$ cat config.mk
export PLATFORM = sky130hd
export DESIGN_NAME = ctb_bank
export DESIGN_NICKNAME = d
export VERILOG_FILES = /design/src/rtl/ctb_pkg.sv /design/src/rtl/ctb_decode.sv /design/src/rtl/ctb_timebase.sv /design/src/rtl/ctb_cmp_reg.sv /design/src/rtl/ctb_bank.sv
export SDC_FILE = /design/constraint.sdc
export NUM_CORES = 1
export LEC_CHECK = 0
export BUFFER_PORTS_ARGS = -buffer_cell sky130_fd_sc_hd__buf_2
export CAP_MARGIN = 20
export CORE_ASPECT_RATIO = 2
export CORE_MARGIN = 3
export CORE_UTILIZATION = 56
export DETAILED_ROUTE_END_ITERATION = 10
export PLACE_DENSITY = 0.81
export SLEW_MARGIN = 10
export SYNTH_ARGS = -nofsm -noshare
export SYNTH_HDL_FRONTEND = slang
export SYNTH_SLANG_ARGS = --single-unit
$ cat constraint.sdc
create_clock -name clk -period 3.2 [get_ports clk]
set_clock_uncertainty 0.2 [all_clocks]
set_input_delay 0.64 -clock clk [delete_from_list [all_inputs] [get_ports clk]]
set_output_delay 0.64 -clock clk [all_outputs]
set_load 0.1 [all_outputs]
$ cat src/rtl/ctb_pkg.sv
package ctb_pkg;
  // Bytes occupied by one hart's compare register in the flat map.
  localparam int unsigned CTB_SLOT_BYTES = 8;

  typedef enum logic [1:0] {
    CTB_SEL_NONE = 2'd0,
    CTB_SEL_CMP  = 2'd1,
    CTB_SEL_TIME = 2'd2
  } ctb_sel_e;
endpackage

$ cat src/rtl/ctb_decode.sv
module ctb_decode
  import ctb_pkg::*;
#(
  parameter int HARTS         = 2,
  parameter int CLUSTERS      = 2,
  parameter int CLUSTER_ID    = 1,
  parameter bit ALLOW_FOREIGN = 1'b0,
  parameter int ADDR_W        = 8,
  parameter int CID_W         = 1,
  parameter int HART_W        = 1
) (
  input  logic [ADDR_W-1:0] addr,
  input  logic [CID_W-1:0]  cluster,
  output ctb_sel_e          sel,
  output logic [HART_W-1:0] hart,
  output logic              hi
);
  localparam int unsigned WIN_BYTES = CTB_SLOT_BYTES * HARTS;
  localparam int unsigned OWN_LO    = CLUSTER_ID * WIN_BYTES;
  localparam int unsigned OWN_HI    = OWN_LO + WIN_BYTES;
  localparam int unsigned TIME_OFF  = WIN_BYTES * CLUSTERS;
  localparam logic [31:0] OWN_LO_V  = 32'(OWN_LO);
  localparam logic [31:0] OWN_HI_V  = 32'(OWN_HI);
  localparam logic [31:0] TIME_V    = 32'(TIME_OFF);

  logic [31:0] a32;
  logic [31:0] offs;
  logic        in_win;
  logic        permit;
  logic        is_time;

  always_comb begin
    a32     = 32'(addr) & 32'hFFFF_FFFC;
    offs    = a32 - OWN_LO_V;
    in_win  = (a32 >= OWN_LO_V) && (a32 < OWN_HI_V);
    permit  = ALLOW_FOREIGN || (32'(cluster) == 32'(CLUSTER_ID));
    is_time = (a32[31:3] == TIME_V[31:3]);
    hart    = offs[HART_W+2:3];
    hi      = a32[2];
    if (in_win && permit)  sel = CTB_SEL_CMP;
    else if (is_time)      sel = CTB_SEL_TIME;
    else                   sel = CTB_SEL_NONE;
  end
endmodule

$ cat src/rtl/ctb_timebase.sv
module ctb_timebase #(
  parameter int TIME_W = 64
) (
  input  logic              clk,
  input  logic              rst_n,
  input  logic              tick,
  output logic [TIME_W-1:0] time_val
);
  logic [TIME_W-1:0] time_q;
  logic [TIME_W-1:0] time_d;

  always_comb begin
    time_d = time_q;
    if (tick) time_d = time_q + TIME_W'(1);
  end

  always_ff @(posedge clk or negedge rst_n) begin
    if (!rst_n) time_q <= '0;
    else        time_q <= time_d;
  end

  assign time_val = time_q;
endmodule

$ cat src/rtl/ctb_cmp_reg.sv
module ctb_cmp_reg #(
  parameter int TIME_W = 64
) (
  input  logic              clk,
  input  logic              rst_n,
  input  logic              wr_lo,
  input  logic              wr_hi,
  input  logic [31:0]       wdata,
  input  logic [TIME_W-1:0] time_val,
  output logic [TIME_W-1:0] cmp_val,
  output logic              irq
);
  logic [TIME_W-1:0] cmp_q;
  logic [TIME_W-1:0] cmp_d;

  always_comb begin
    cmp_d = cmp_q;
    if (wr_lo) cmp_d[31:0]        = wdata;
    if (wr_hi) cmp_d[TIME_W-1:32] = wdata[TIME_W-33:0];
  end

  always_ff @(posedge clk or negedge rst_n) begin
    if (!rst_n) cmp_q <= '1;
    else        cmp_q <= cmp_d;
  end

  assign cmp_val = cmp_q;
  assign irq     = (time_val >= cmp_q);
endmodule

$ cat src/rtl/ctb_bank.sv
module ctb_bank
  import ctb_pkg::*;
#(
  parameter int  HARTS         = 2,
  parameter int  CLUSTERS      = 2,
  parameter int  CLUSTER_ID    = 1,
  parameter bit  ALLOW_FOREIGN = 1'b0,
  parameter int  ADDR_W        = 8,
  localparam int CID_W         = (CLUSTERS > 1) ? $clog2(CLUSTERS) : 1
) (
  input  logic              clk,
  input  logic              rst_n,
  input  logic              tick,
  input  logic              req_valid,
  output logic              req_ready,
  input  logic              req_write,
  input  logic [ADDR_W-1:0] req_addr,
  input  logic [31:0]       req_wdata,
  input  logic [CID_W-1:0]  req_cluster,
  output logic              rsp_valid,
  input  logic              rsp_ready,
  output logic [31:0]       rsp_rdata,
  output logic [HARTS-1:0]  irq
);
  localparam int TIME_W = 64;
  localparam int HART_W = (HARTS > 1) ? $clog2(HARTS) : 1;

  ctb_sel_e          sel;
  logic [HART_W-1:0] hart;
  logic              hi;
  logic              accept;
  logic [TIME_W-1:0] time_q;
  logic [TIME_W-1:0] cmp_val [HARTS];
  logic [31:0]       rd_mux;
  logic              rsp_valid_q, rsp_valid_d;
  logic [31:0]       rsp_rdata_q, rsp_rdata_d;

  ctb_decode #(
    .HARTS(HARTS), .CLUSTERS(CLUSTERS), .CLUSTER_ID(CLUSTER_ID),
    .ALLOW_FOREIGN(ALLOW_FOREIGN), .ADDR_W(ADDR_W), .CID_W(CID_W),
    .HART_W(HART_W)
  ) u_decode (
    .addr(req_addr), .cluster(req_cluster), .sel(sel), .hart(hart), .hi(hi)
  );

  ctb_timebase #(.TIME_W(TIME_W)) u_time (
    .clk(clk), .rst_n(rst_n), .tick(tick), .time_val(time_q)
  );

  assign req_ready = !rsp_valid_q || rsp_ready;
  assign accept    = req_valid && req_ready;

  for (genvar h = 0; h < HARTS; h++) begin : g_hart
    logic hit;
    assign hit = accept && req_write && (sel == CTB_SEL_CMP) &&
                 (hart == HART_W'(h));
    ctb_cmp_reg #(.TIME_W(TIME_W)) u_cmp (
      .clk(clk), .rst_n(rst_n),
      .wr_lo(hit && !hi), .wr_hi(hit && hi),
      .wdata(req_wdata), .time_val(time_q),
      .cmp_val(cmp_val[h]), .irq(irq[h])
    );
  end

  always_comb begin
    case (sel)
      CTB_SEL_CMP:  rd_mux = hi ? cmp_val[hart][63:32] : cmp_val[hart][31:0];
      CTB_SEL_TIME: rd_mux = hi ? time_q[63:32] : time_q[31:0];
      default:      rd_mux = '0;
    endcase
  end

  always_comb begin
    rsp_valid_d = rsp_valid_q;
    rsp_rdata_d = rsp_rdata_q;
    if (accept) begin
      rsp_valid_d = 1'b1;
      rsp_rdata_d = req_write ? 32'd0 : rd_mux;
    end else if (rsp_ready) begin
      rsp_valid_d = 1'b0;
    end
  end

  always_ff @(posedge clk or negedge rst_n) begin
    if (!rst_n) begin
      rsp_valid_q <= 1'b0;
      rsp_rdata_q <= '0;
    end else begin
      rsp_valid_q <= rsp_valid_d;
      rsp_rdata_q <= rsp_rdata_d;
    end
  end

  assign rsp_valid = rsp_valid_q;
  assign rsp_rdata = rsp_rdata_q;
endmodule

==> Word-level counts from Yosys, hierarchy flattened <==
Cells that the tools add are included.
{ "word_totals": {"reg_bits": 225, "word_cells": 45} }
{ "op_classes": {"add_sub_neg": 2, "order_cmp": 5, "eq_ne": 3, "muxes": 11, "bitwise": 2, "n_reduce_logical": 15} }
{ "op_table": {"columns": ["cell", "n"], "rows": [
  ["$mux 64", 3],
  ["$ge 64x64->1", 2],
  ["$mux 32", 3],
  ["$add 64x1->64 const B", 1],
  ["$pmux 32 s2", 1],
  ["$logic_and 1x1->1", 11],
  ["$ge 8x5->1 const B", 1],
  ["$lt 8x6->1 const B", 1],
  ["$eq 5x3->1 const B", 1],
  ["$mux 2", 2],
  ["$sub 4x1->4 const B", 1],
  ["$eq 2x1->1 const B", 1],
  ["$eq 2x2->1 const B", 1],
  ["$ge 2x2->1 const B", 1],
  ["$logic_not 1->1", 2],
  ["$mux 1", 2],
  ["$not 1->2", 1],
  ["$reduce_bool 2->1", 1],
  ["$logic_or 1x1->1", 1],
  ["$not 1->1", 1]
]} }

==> Longest topological paths before layout <==
Gate-level depths: netlist of the first run.
{ "logic_depth": {"word_depth": 8, "ltp_mapped": 9} }

==> Modules after synthesis <==
A second synthesis of the first run with hierarchy kept.
{ "unflattened": {"hier_cells": 1360, "hier_area_um2": 13598.0} }
{ "by_module_without_submodules": {"columns": ["mod", "n_inst", "cells_each", "area_each_um2"], "rows": [
  ["ctb_cmp_reg", 2, 433, 3878.7],
  ["ctb_timebase", 1, 285, 3098.0],
  ["ctb_bank", 1, 203, 2705.1],
  ["ctb_decode", 1, 6, 37.5]
]} }

==> Least setup slack after synthesis of the first run <==
OpenSTA, ideal clock, no wires.
{ "synth_timing": {"kind": "register -> register", "startpoint": "register rsp_valid_q, in the netlist rsp_valid", "endpoint": "register g_hart[0].u_cmp.cmp_q[10]", "t_arrival_ps": 3390, "t_required_ps": 2921, "setup_slack_ps": -468, "stages_incl_launch_ff": 9, "path_buffers": 2, "synth_period_minus_slack_ps": 3668, "path_cell_list": "dfrtp_1 > nand2b_1 > nand2_1 > or3_1 > clkbuf_1 > nor3_1 > clkbuf_1 > nand2_1 > o21ai_0"} }
{ "synth_via": {"elab_chain_len": 7} }
{ "synth_rtl": {"columns": ["element", "line", "rtl"], "rows": [
  ["from (decl)", "ctb_bank.sv:35", "logic rsp_valid_q, rsp_valid_d;"],
  ["from (signal assigned)", "ctb_bank.sv:89", "rsp_valid_q <= rsp_valid_d;"],
  ["$logic_not 1->1", "ctb_bank.sv:50", "assign req_ready = !rsp_valid_q || rsp_ready;"],
  ["$logic_or 1x1->1", "ctb_bank.sv:50", null],
  ["named net req_ready", "ctb_bank.sv:15", "output logic req_ready,"],
  ["$logic_and 1x1->1", "ctb_bank.sv:51", "assign accept = req_valid && req_ready;"],
  ["$logic_and 1x1->1 (3 in a row)", "ctb_bank.sv:55", "assign hit = accept && req_write && (sel == CTB_SEL_CMP) &&"],
  ["$logic_and 1x1->1", "ctb_bank.sv:59", ".wr_lo(hit && !hi), .wr_hi(hit && hi),"],
  ["to (signal assigned)", "ctb_cmp_reg.sv:24", "else cmp_q <= cmp_d;"],
  ["to (decl)", "ctb_cmp_reg.sv:13", "logic [TIME_W-1:0] cmp_q;"]
]} }
The timed path passes the listed nets, and every way through them passes these cells.
A chain may end at the register's enable or synchronous reset.

==> Final worst setup path of the first run <==
{ "layout_timing": {"startpoint": "register g_hart[1].u_cmp.cmp_q[55]", "endpoint": "output port irq[1]"} }
{ "layout_via": {"elab_chain_len": 1} }
{ "layout_rtl": {"columns": ["element", "line", "rtl"], "rows": [
  ["from (decl)", "ctb_cmp_reg.sv:13", null],
  ["from (signal assigned)", "ctb_cmp_reg.sv:24", null],
  ["$ge 64x64->1", "ctb_cmp_reg.sv:28", "assign irq = (time_val >= cmp_q);"],
  ["to (decl)", "ctb_bank.sv:23", "output logic [HARTS-1:0] irq"]
]} }
No other way between the ends.

==> impl_summary.txt, run 1 <==
----------------------------------------------------
[Status]
  Result of the run ... finished with violations
  Violations in the final reports ... negative setup slack

[Floorplanning]
  Initial Util ... 57.1%
  DIE AREA ... 25,800 um^2
  Std cell rows ... 79
  I/O Pins ... 83
  Core Box Area ... 23,300 um^2
  Horizontal extent of the die ... 115 um
  Floorplan die height ... 224 um

[Layout]
  Post-route standard cell area excluding fillers ... 16,100 um^2
  Filler Cell Count ... 1,635
  Net count reported at finish ... 1,661
  Antenna fix cells ... 0
  Area growth, synth to finish ... 20.9%
  Non-filler instance count after layout ... 1,782
  Fraction of final layout cells with drive strength greater than 1 ... 33.4%

[Synthesis]
  Yosys synthesis warning count ... 0
  Avg Cell Area, Syn ... 10.3 um^2
  Number of register bits inferred by synthesis ... 225
  Cells after synthesis ... 1,294
  Sequential element share of the synthesized area ... 43.5%
  Most used flip-flop cell after synthesis ... dfstp_2
  Post-Syn Nets ... 1,470
  Share of flip-flops with an asynchronous set or reset ... 100%
  Library cells used by synthesis ... 54
  EDFF count, synth ... 0
  Area of the mapped netlist ... 13,300 um^2

[Power and ir drop]
  Sequential share of power ... 45.7%
  Internal Pwr Total ... 0.00501 W
  Switching portion of total power ... 27.0%
  Worst IR Drop VDD ... 0.387 mV
  Combinational share of power ... 15.7%
  Net switching component of the power ... 0.00186 W
  Leak pwr ... 8.36 nW
  Power density normalized to cell area ... 427 nW/um^2
  Clock group share of total power ... 38.7%

[Routing]
  Number of remaining DRC errors ... 0
  Wire length reported by the detailed router ... 39.5 mm
  Routed length on met1 ... 13.3 mm
  Wire length on met3 ... 1.91 mm
  Via Count ... 11,005
  Iteration-0 DRC Markers ... 903
  Pre-Repair DR Iteration Count ... 6
  Remaining antenna violation count ... 0
  Routed length per instance ... 22.2 um
  Highest signal layer in the routed design ... met4
  Detailed-route vias per instance ... 6.18
  Met2 wire length ... 21.0 mm

[Setup path]
  Maximum fanout along the worst path ... 3
  Critical path required time ... 2.36 ns
  Setup crit start kind ... register
  Crit end category ... output pin
  Largest delay contributor family on the critical path ... simple AND/OR/NAND/NOR gates
  Crit path max-delay cell type ... or4_4
  Arrival @ worst endpoint ... 3.02 ns
  Critical Path, Cell by Cell ... inv_1, ha_4, nand4_1, or4_4, nand3b_1, nor4_2, o21ai_1, nand3_2, buf_12
  Sum of buffers and inverters on the critical path ... 2
  Largest stage delay, worst path ... 0.55 ns
  Worst setup path category ... register to output pin

[Job]
  Number of max-cap violations ... 0

[Timing]
  Final setup violation count ... 2
  Setup repair after global routing missed its margin ... true
  Max-slew violation count ... 0
  Tightest Pin Transition ... 0.837 ns
  Post-route worst setup slack ... -0.656 ns
  Total negative slack ... -1.25 ns
  Fin Hold WS ... 0.132 ns
  Maximum clock frequency ... 0.259 GHz
  Tightest slew margin relative to the limit ... 44.2%
  Final cycle utilization of the critical path ... 120%
  Final Hold Viols ... 0
  Period minus WS final ... 3.86 ns

[GRT]
  Global Route Usage Sum ... 30.9%
  Overall overflow remaining after global route ... 0
  Initial antenna violation count ... 0
  Global-route wire length before repair ... 61.9 mm
  Maximum number of pins on one net before global-route repair ... 99
  Number of global-route vias before repair ... 11,836

[CTS]
  Clock Tree Buf Depth ... 3
  Latest clock arrival within the worst-skew pair ... 0.52 ns
  TritonCTS clock tree ... built
  Clock transition at path regs ... 0.07 ns
  Total clock buffers created by CTS ... 21
  Clk sink count ... 225
  Clock H-tree levels ... 1
  Clock root buffer ... clkbuf_16

[Place]
  Placed Instances ... 1,734
  Number of port buffers ... 80
  Final HPWL DP ... 27.8 mm
  Routability congestion estimate from global placement ... 0.928
  Placed Area ... 15,000 um^2
  Minimum setup slack after placement ... -0.421 ns

[Hold path]
  Path category of the worst min-delay check ... input port to register

----------------------------------------------------
-- path summary, 6_finish.rpt --
path | to | slack [ns] | depth (start not counted) | startpoint
max | irq[1] | -0.66 | 9 | g_hart[1].u_cmp.cmp_val[55]
min | rsp_valid | 0.13 | 2 | req_valid
max reg2reg | u_time.time_val[50] | 0.23 | 9 | u_time.time_val[17]
min reg2reg | rsp_rdata[22] | 0.30 | 1 | rsp_rdata[22]
max in group asynchronous | g_hart[1].u_cmp.cmp_val[52] | 1.37 | 3 | rst_n
min in group asynchronous | rsp_rdata[30] | 0.49 | 2 | rst_n
-- cells by family after synthesis --
logic type	Yosys count	share of synthesized area, %
mux	99	10.8
compound gates	264	12.1
buf+inv	215	6.24
simple gates	299	11.1
xor+xnor	63	4.14
fa+ha+maj	129	12.1
flops	225	43.5
-- state kept, by name (all words and copies together), names as in the netlist --
signal	count
g_hart.u_cmp.cmp_val	128
rsp_rdata	32
rsp_valid	1
u_time.time_val	64
-- final cells by class --
class,instances,area (um^2),share of cell area [%]
clock buffers,29,617,3.83
clock inverters,8,95.1,0.591
inverters,164,618,3.84
multi-input cells,854,7040,43.7
flip-flops and latches,225,5790,36.0
well taps,283,354,2.20
repair buffers,219,1590,9.87
-- synth_stat cells, drive strengths merged, types with 4 or more instances --
master    n  area [um^2]
inv     164          616
nand2   145          544
ha      129         1610
dfstp   128         3360
o21ai   108          541
dfrtp    97         2430
xnor2    52          455
nand4    45          288
a21oi    43          215
clkbuf   38          143
mux2     35          394
a22o     32          280
mux2i    32          320
mux4     32          721
o22ai    32          200
a21o     30          225
nand3    30          150
nor2     25         96.4
buf      13         72.6
xor2     11         96.3
nor3     10         50.1
nor4      9         71.3
and4      7         61.3
and3      6         37.5
nand2b    6         37.5
or3       4         25.0
-- layer usage --
layer / track usage (%) / vias up
li1: - / 4935
met1: 32.1 / 5459
met2: 55.3 / 425
met3: 3.68 / 186
met4: 23.0 / 0
met5: 0 / -
-- power by group through the flow --
stage          Combinational (W)  Sequential (W)  Clock, W
6_report                 0.00108         0.00314   0.00266
5_1_grt                  0.00118         0.00315   0.00277
4_1_cts                  0.00106         0.00314   0.00269
3_5_place_dp             0.00100         0.00318         0
3_3_place_gp            0.000966         0.00317         0
2_1_floorplan           0.000498         0.00324         0
-- layout by cell type, fill, tap and decap left out, types with 3 or more instances in the layout --
| master | synthesis | routed |
|---|---|---|
| a22o_1 | 32 | 32 |
| mux4_2 | 32 | 32 |
| o22ai_1 | 32 | 32 |
| and4_1 | 7 | 7 |
| clkinv_2 | 0 | 4 |
| nor4_1 | 8 | 5 |
| mux2_2 | 34 | 34 |
| clkbuf_8 | 0 | 4 |
| ha_4 | 0 | 16 |
| o21ai_0 | 108 | 103 |
| nor3_1 | 10 | 9 |
| clkbuf_1 | 38 | 3 |
| inv_2 | 0 | 10 |
| nand2b_1 | 6 | 5 |
| buf_12 | 0 | 10 |
| clkbuf_16 | 0 | 22 |
| inv_1 | 164 | 153 |
| buf_2 | 7 | 76 |
| nor2_1 | 24 | 23 |
| buf_4 | 2 | 131 |
| or3_1 | 4 | 4 |
| a21oi_1 | 43 | 42 |
| and3_1 | 6 | 6 |
| nand4_1 | 44 | 44 |
| xor2_1 | 11 | 11 |
| mux2i_1 | 32 | 32 |
| ha_1 | 129 | 113 |
| o21ai_2 | 0 | 3 |
| nand3_1 | 30 | 29 |
| a21o_1 | 30 | 30 |
| dfstp_2 | 128 | 128 |
| nand2_1 | 145 | 145 |
| xnor2_1 | 52 | 52 |
| dfrtp_1 | 97 | 97 |
-- through the flow --
| stage | total power, W | util (%) |
|---|---|---|
| final | 0.00687 | 69.0 |
| after global routing | 0.00711 | 69.0 |
| after CTS | 0.00688 | 68.5 |
| after detailed placement | 0.00418 | 64.2 |
| after global placement | 0.00414 | 64.2 |
| after floorplan | 0.00374 | - |
-- repair_timing --
item | in CTS | in global routing
hold buffers | 1 | 0
gates cloned | 0 | 0
pin swaps | 28 | 10
hold endpoints to repair | 2 | 0
setup buffers | 11 | 2
gates resized for setup | 42 | 13
setup endpoints to repair | 2 | 2
-- worst register-to-register path: cells and delay by family, from the launching register on --
| family | cells | cell delay, ns |
|---|---|---|
| xor gates and xnor gates | 1 | 0.14 |
| buffers and inverters | 3 | 0.50 |
| DFF | 1 | 0.38 |
| and+or+nand+nor | 5 | 1.64 |
(Power assumes the default switching activity.)
==> run 2, diff against run 1 <==
- CORE_UTILIZATION: 56 -> 67
- CTS_CLUSTER_SIZE: unset -> 20
- PLACE_DENSITY: 0.81 -> 0.91
- clock period: 3.2 -> 4.6 ns (I/O delays scaled with it)
==> run 2 against run 1 <==
  * The flow now finishes without violations
  * Largest cell class unchanged
  * Register-to-register slack better by 1.2 ns
  * Critical path depth did not move
  * Clock power fell by 31%
  * Critical endpoint is now irq[0]
==> impl_summary.txt, run 2 (synthesis results as in run 1) <==
----------------------------------------------------
[Layout]
  Filler Cell Count ... 1,275 (was 1,635)
  Number of flip-flops under the largest register name ... 128 (unchanged)
  Net count reported at finish ... 1,546 (was 1,661)
  Non-filler instance count after layout ... 1,644 (was 1,782)
  Most frequent standard cell in the layout excluding fill and tap cells ... inv_1 (unchanged)
  Area growth, synth to finish ... 11.3% (was 20.9%)
  Storage cell area ... 5790 um^2 (unchanged)
  Fraction of final layout cells with drive strength greater than 1 ... 25.0% (was 33.4%)
  Post-route standard cell area excluding fillers ... 14,800 um^2 (was 16,100 um^2)
  Footprint of the multi-input gates ... 6740 um^2 (was 7040 um^2)
  Commonest cells after routing, fill and taps aside ... inv_1, nand2_1, ha_1, dfstp_2, o21ai_0 (was inv_1, nand2_1, buf_4, dfstp_2, ha_1)

[Timing]
  Post-route worst setup slack ... 0.0100 ns (was -0.656 ns)
  Max-slew violation count ... 0 (unchanged)
  Tightest Pin Transition ... 1.05 ns (was 0.837 ns)
  Period minus WS final ... 4.59 ns
  Final cycle utilization of the critical path ... 99.8%
  Final setup violation count ... 0 (was 2)
  Tightest slew margin relative to the limit ... 29.5% (was 44.2%)
  Final Hold Viols ... 0 (unchanged)
  Maximum clock frequency ... 0.218 GHz
  Fin Hold WS ... 0.294 ns (was 0.132 ns)

[CTS]
  Clock transition at path regs ... 0.07 ns (about the same)
  Clock root buffer ... clkbuf_16 (unchanged)
  Total clock buffers created by CTS ... 21 (unchanged)
  TritonCTS clock tree ... built (unchanged)
  Clock Tree Buf Depth ... 3 (unchanged)
  Clock H-tree levels ... 1 (unchanged)
  Clk sink count ... 225 (unchanged)
  Latest clock arrival within the worst-skew pair ... 0.50 ns (was 0.52 ns)

[Routing]
  Pre-Repair DR Iteration Count ... 5 (was 6)
  Number of remaining DRC errors ... 0 (unchanged)
  Wire length reported by the detailed router ... 37.3 mm (was 39.5 mm)
  Iteration-0 DRC Markers ... 861 (was 903)
  Remaining antenna violation count ... 0 (unchanged)
  Routed length per instance ... 22.7 um (was 22.2 um)
  Detailed-route vias per instance ... 6.59 (was 6.18)
  Via Count ... 10,832 (was 11,005)

[Floorplanning]
  Horizontal extent of the die ... 106 um (was 115 um)
  Initial Util ... 68.4% (was 57.1%)
  Core Box Area ... 19,500 um^2 (was 23,300 um^2)
  Floorplan die height ... 205 um (was 224 um)
  DIE AREA ... 21,700 um^2 (was 25,800 um^2)
  I/O Pins ... 83 (unchanged)
  Std cell rows ... 72 (was 79)

[Place]
  Placed Area ... 14,100 um^2 (was 15,000 um^2)
  Minimum setup slack after placement ... 0.427 ns (was -0.421 ns)
  Final HPWL DP ... 26.2 mm (was 27.8 mm)
  Number of port buffers ... 80 (unchanged)
  Routability congestion estimate from global placement ... 0.951 (was 0.928)
  Placed Instances ... 1,606 (was 1,734)

[Setup path]
  Slack of the worst reg-to-reg path ... 1.44 ns (was 0.23 ns)
  Critical path required time ... 3.48 ns (was 2.36 ns)
  Maximum fanout along the worst path ... 2 (was 3)
  Arrival @ worst endpoint ... 3.47 ns (was 3.02 ns)
  Crit end category ... output pin (unchanged)
  Worst setup path category ... register to output pin (unchanged)
  Setup crit start kind ... register (unchanged)

[Power and ir drop]
  Leak pwr ... 7.71 nW (was 8.36 nW)
  Worst IR Drop VDD ... 0.410 mV (was 0.387 mV)
  Power density normalized to cell area ... 315 nW/um^2 (was 427 nW/um^2)
  Power, Total ... 0.00466 W (was 0.00687 W)

[GRT]
  Number of global-route vias before repair ... 11,521 (was 11,836)
  Maximum number of pins on one net before global-route repair ... 124 (was 99)
  Global-route wire length before repair ... 59.2 mm (was 61.9 mm)
  Overall overflow remaining after global route ... 0 (unchanged)
  Global Route Usage Sum ... 34.7% (was 30.9%)
  Initial antenna violation count ... 1 (was 0)

[Job]
  Number of max-cap violations ... 0 (unchanged)

[Hold path]
  Path category of the worst min-delay check ... input port to async pin (was input port to register)

[Status]
  Result of the run ... finished, final reports clean (was finished with violations)

----------------------------------------------------
run 2: cell type report:
type                    instances  share of cell area (%)
clock inverters                 6                   0.633
flip-flops and latches        225                    39.1
diodes                          1                  0.0169
repair buffers                104                    4.29
clock buffers                  31                    4.20
well taps                     259                    2.19
inverters                     164                    4.15
multi-input cells             854                    45.4
run 2: worst paths after layout:
| kind | startpoint | endpoint | cells after the start |
|---|---|---|---|
| max in group asynchronous | rst_n | g_hart[1].u_cmp.cmp_val[29] | 2 |
| min in group clk | rsp_rdata[25] | rsp_rdata[25] | 1 |
| setup reg to reg | u_time.time_val[18] | u_time.time_val[60] | 6 |
| hold / removal | rst_n | rsp_rdata[17] | 1 |
| setup / recovery | g_hart[0].u_cmp.cmp_val[5] | irq[0] | 9 |
| hold reg to reg | rsp_rdata[25] | rsp_rdata[25] | 1 |
run 2: per-stage QoR:
stage	utilization (%)	TNS, ns
after floorplan	-	0
after global placement	72.3	0
after detailed placement	72.3	0
after CTS	76.0	0
after global routing	76.2	-0.0146
final	76.2	0
run 2: worst max-delay path, cell delays in order, from the launching register on:
cell and delay [ns]:
dfstp_2 0.53, inv_1 0.05, ha_1 0.31, a21oi_1 0.27
o21ai_0 0.19, a221o_1 0.39, o31a_1 0.34, a2111oi_0 0.34
o21ai_0 0.23, clkbuf_4 0.33
run 2: what timing repair did:
item	CTS	global route
endpoints found under the setup margin	1	2
pin swaps	0	5
buffers inserted	0	0
hold buffers	0	0
resized for setup	3	6
run 2: where the power goes:
group	internal [W]	switching, W
Combinational	0.000235	0.000372
Clock	0.00106	0.000779
Sequential	0.00212	0.0000976
run 2: routing by layer:
| layer | share of wire (%) | vias up | track usage (%) |
|---|---|---|---|
| met4 | 11 | 0 | 30.1 |
| met1 | 31 | 5264 | 35.6 |
| li1 | - | 4706 | - |
| met3 | 6.7 | 260 | 5.09 |
| met5 | 0 | - | 0 |
| met2 | 51 | 602 | 61.0 |
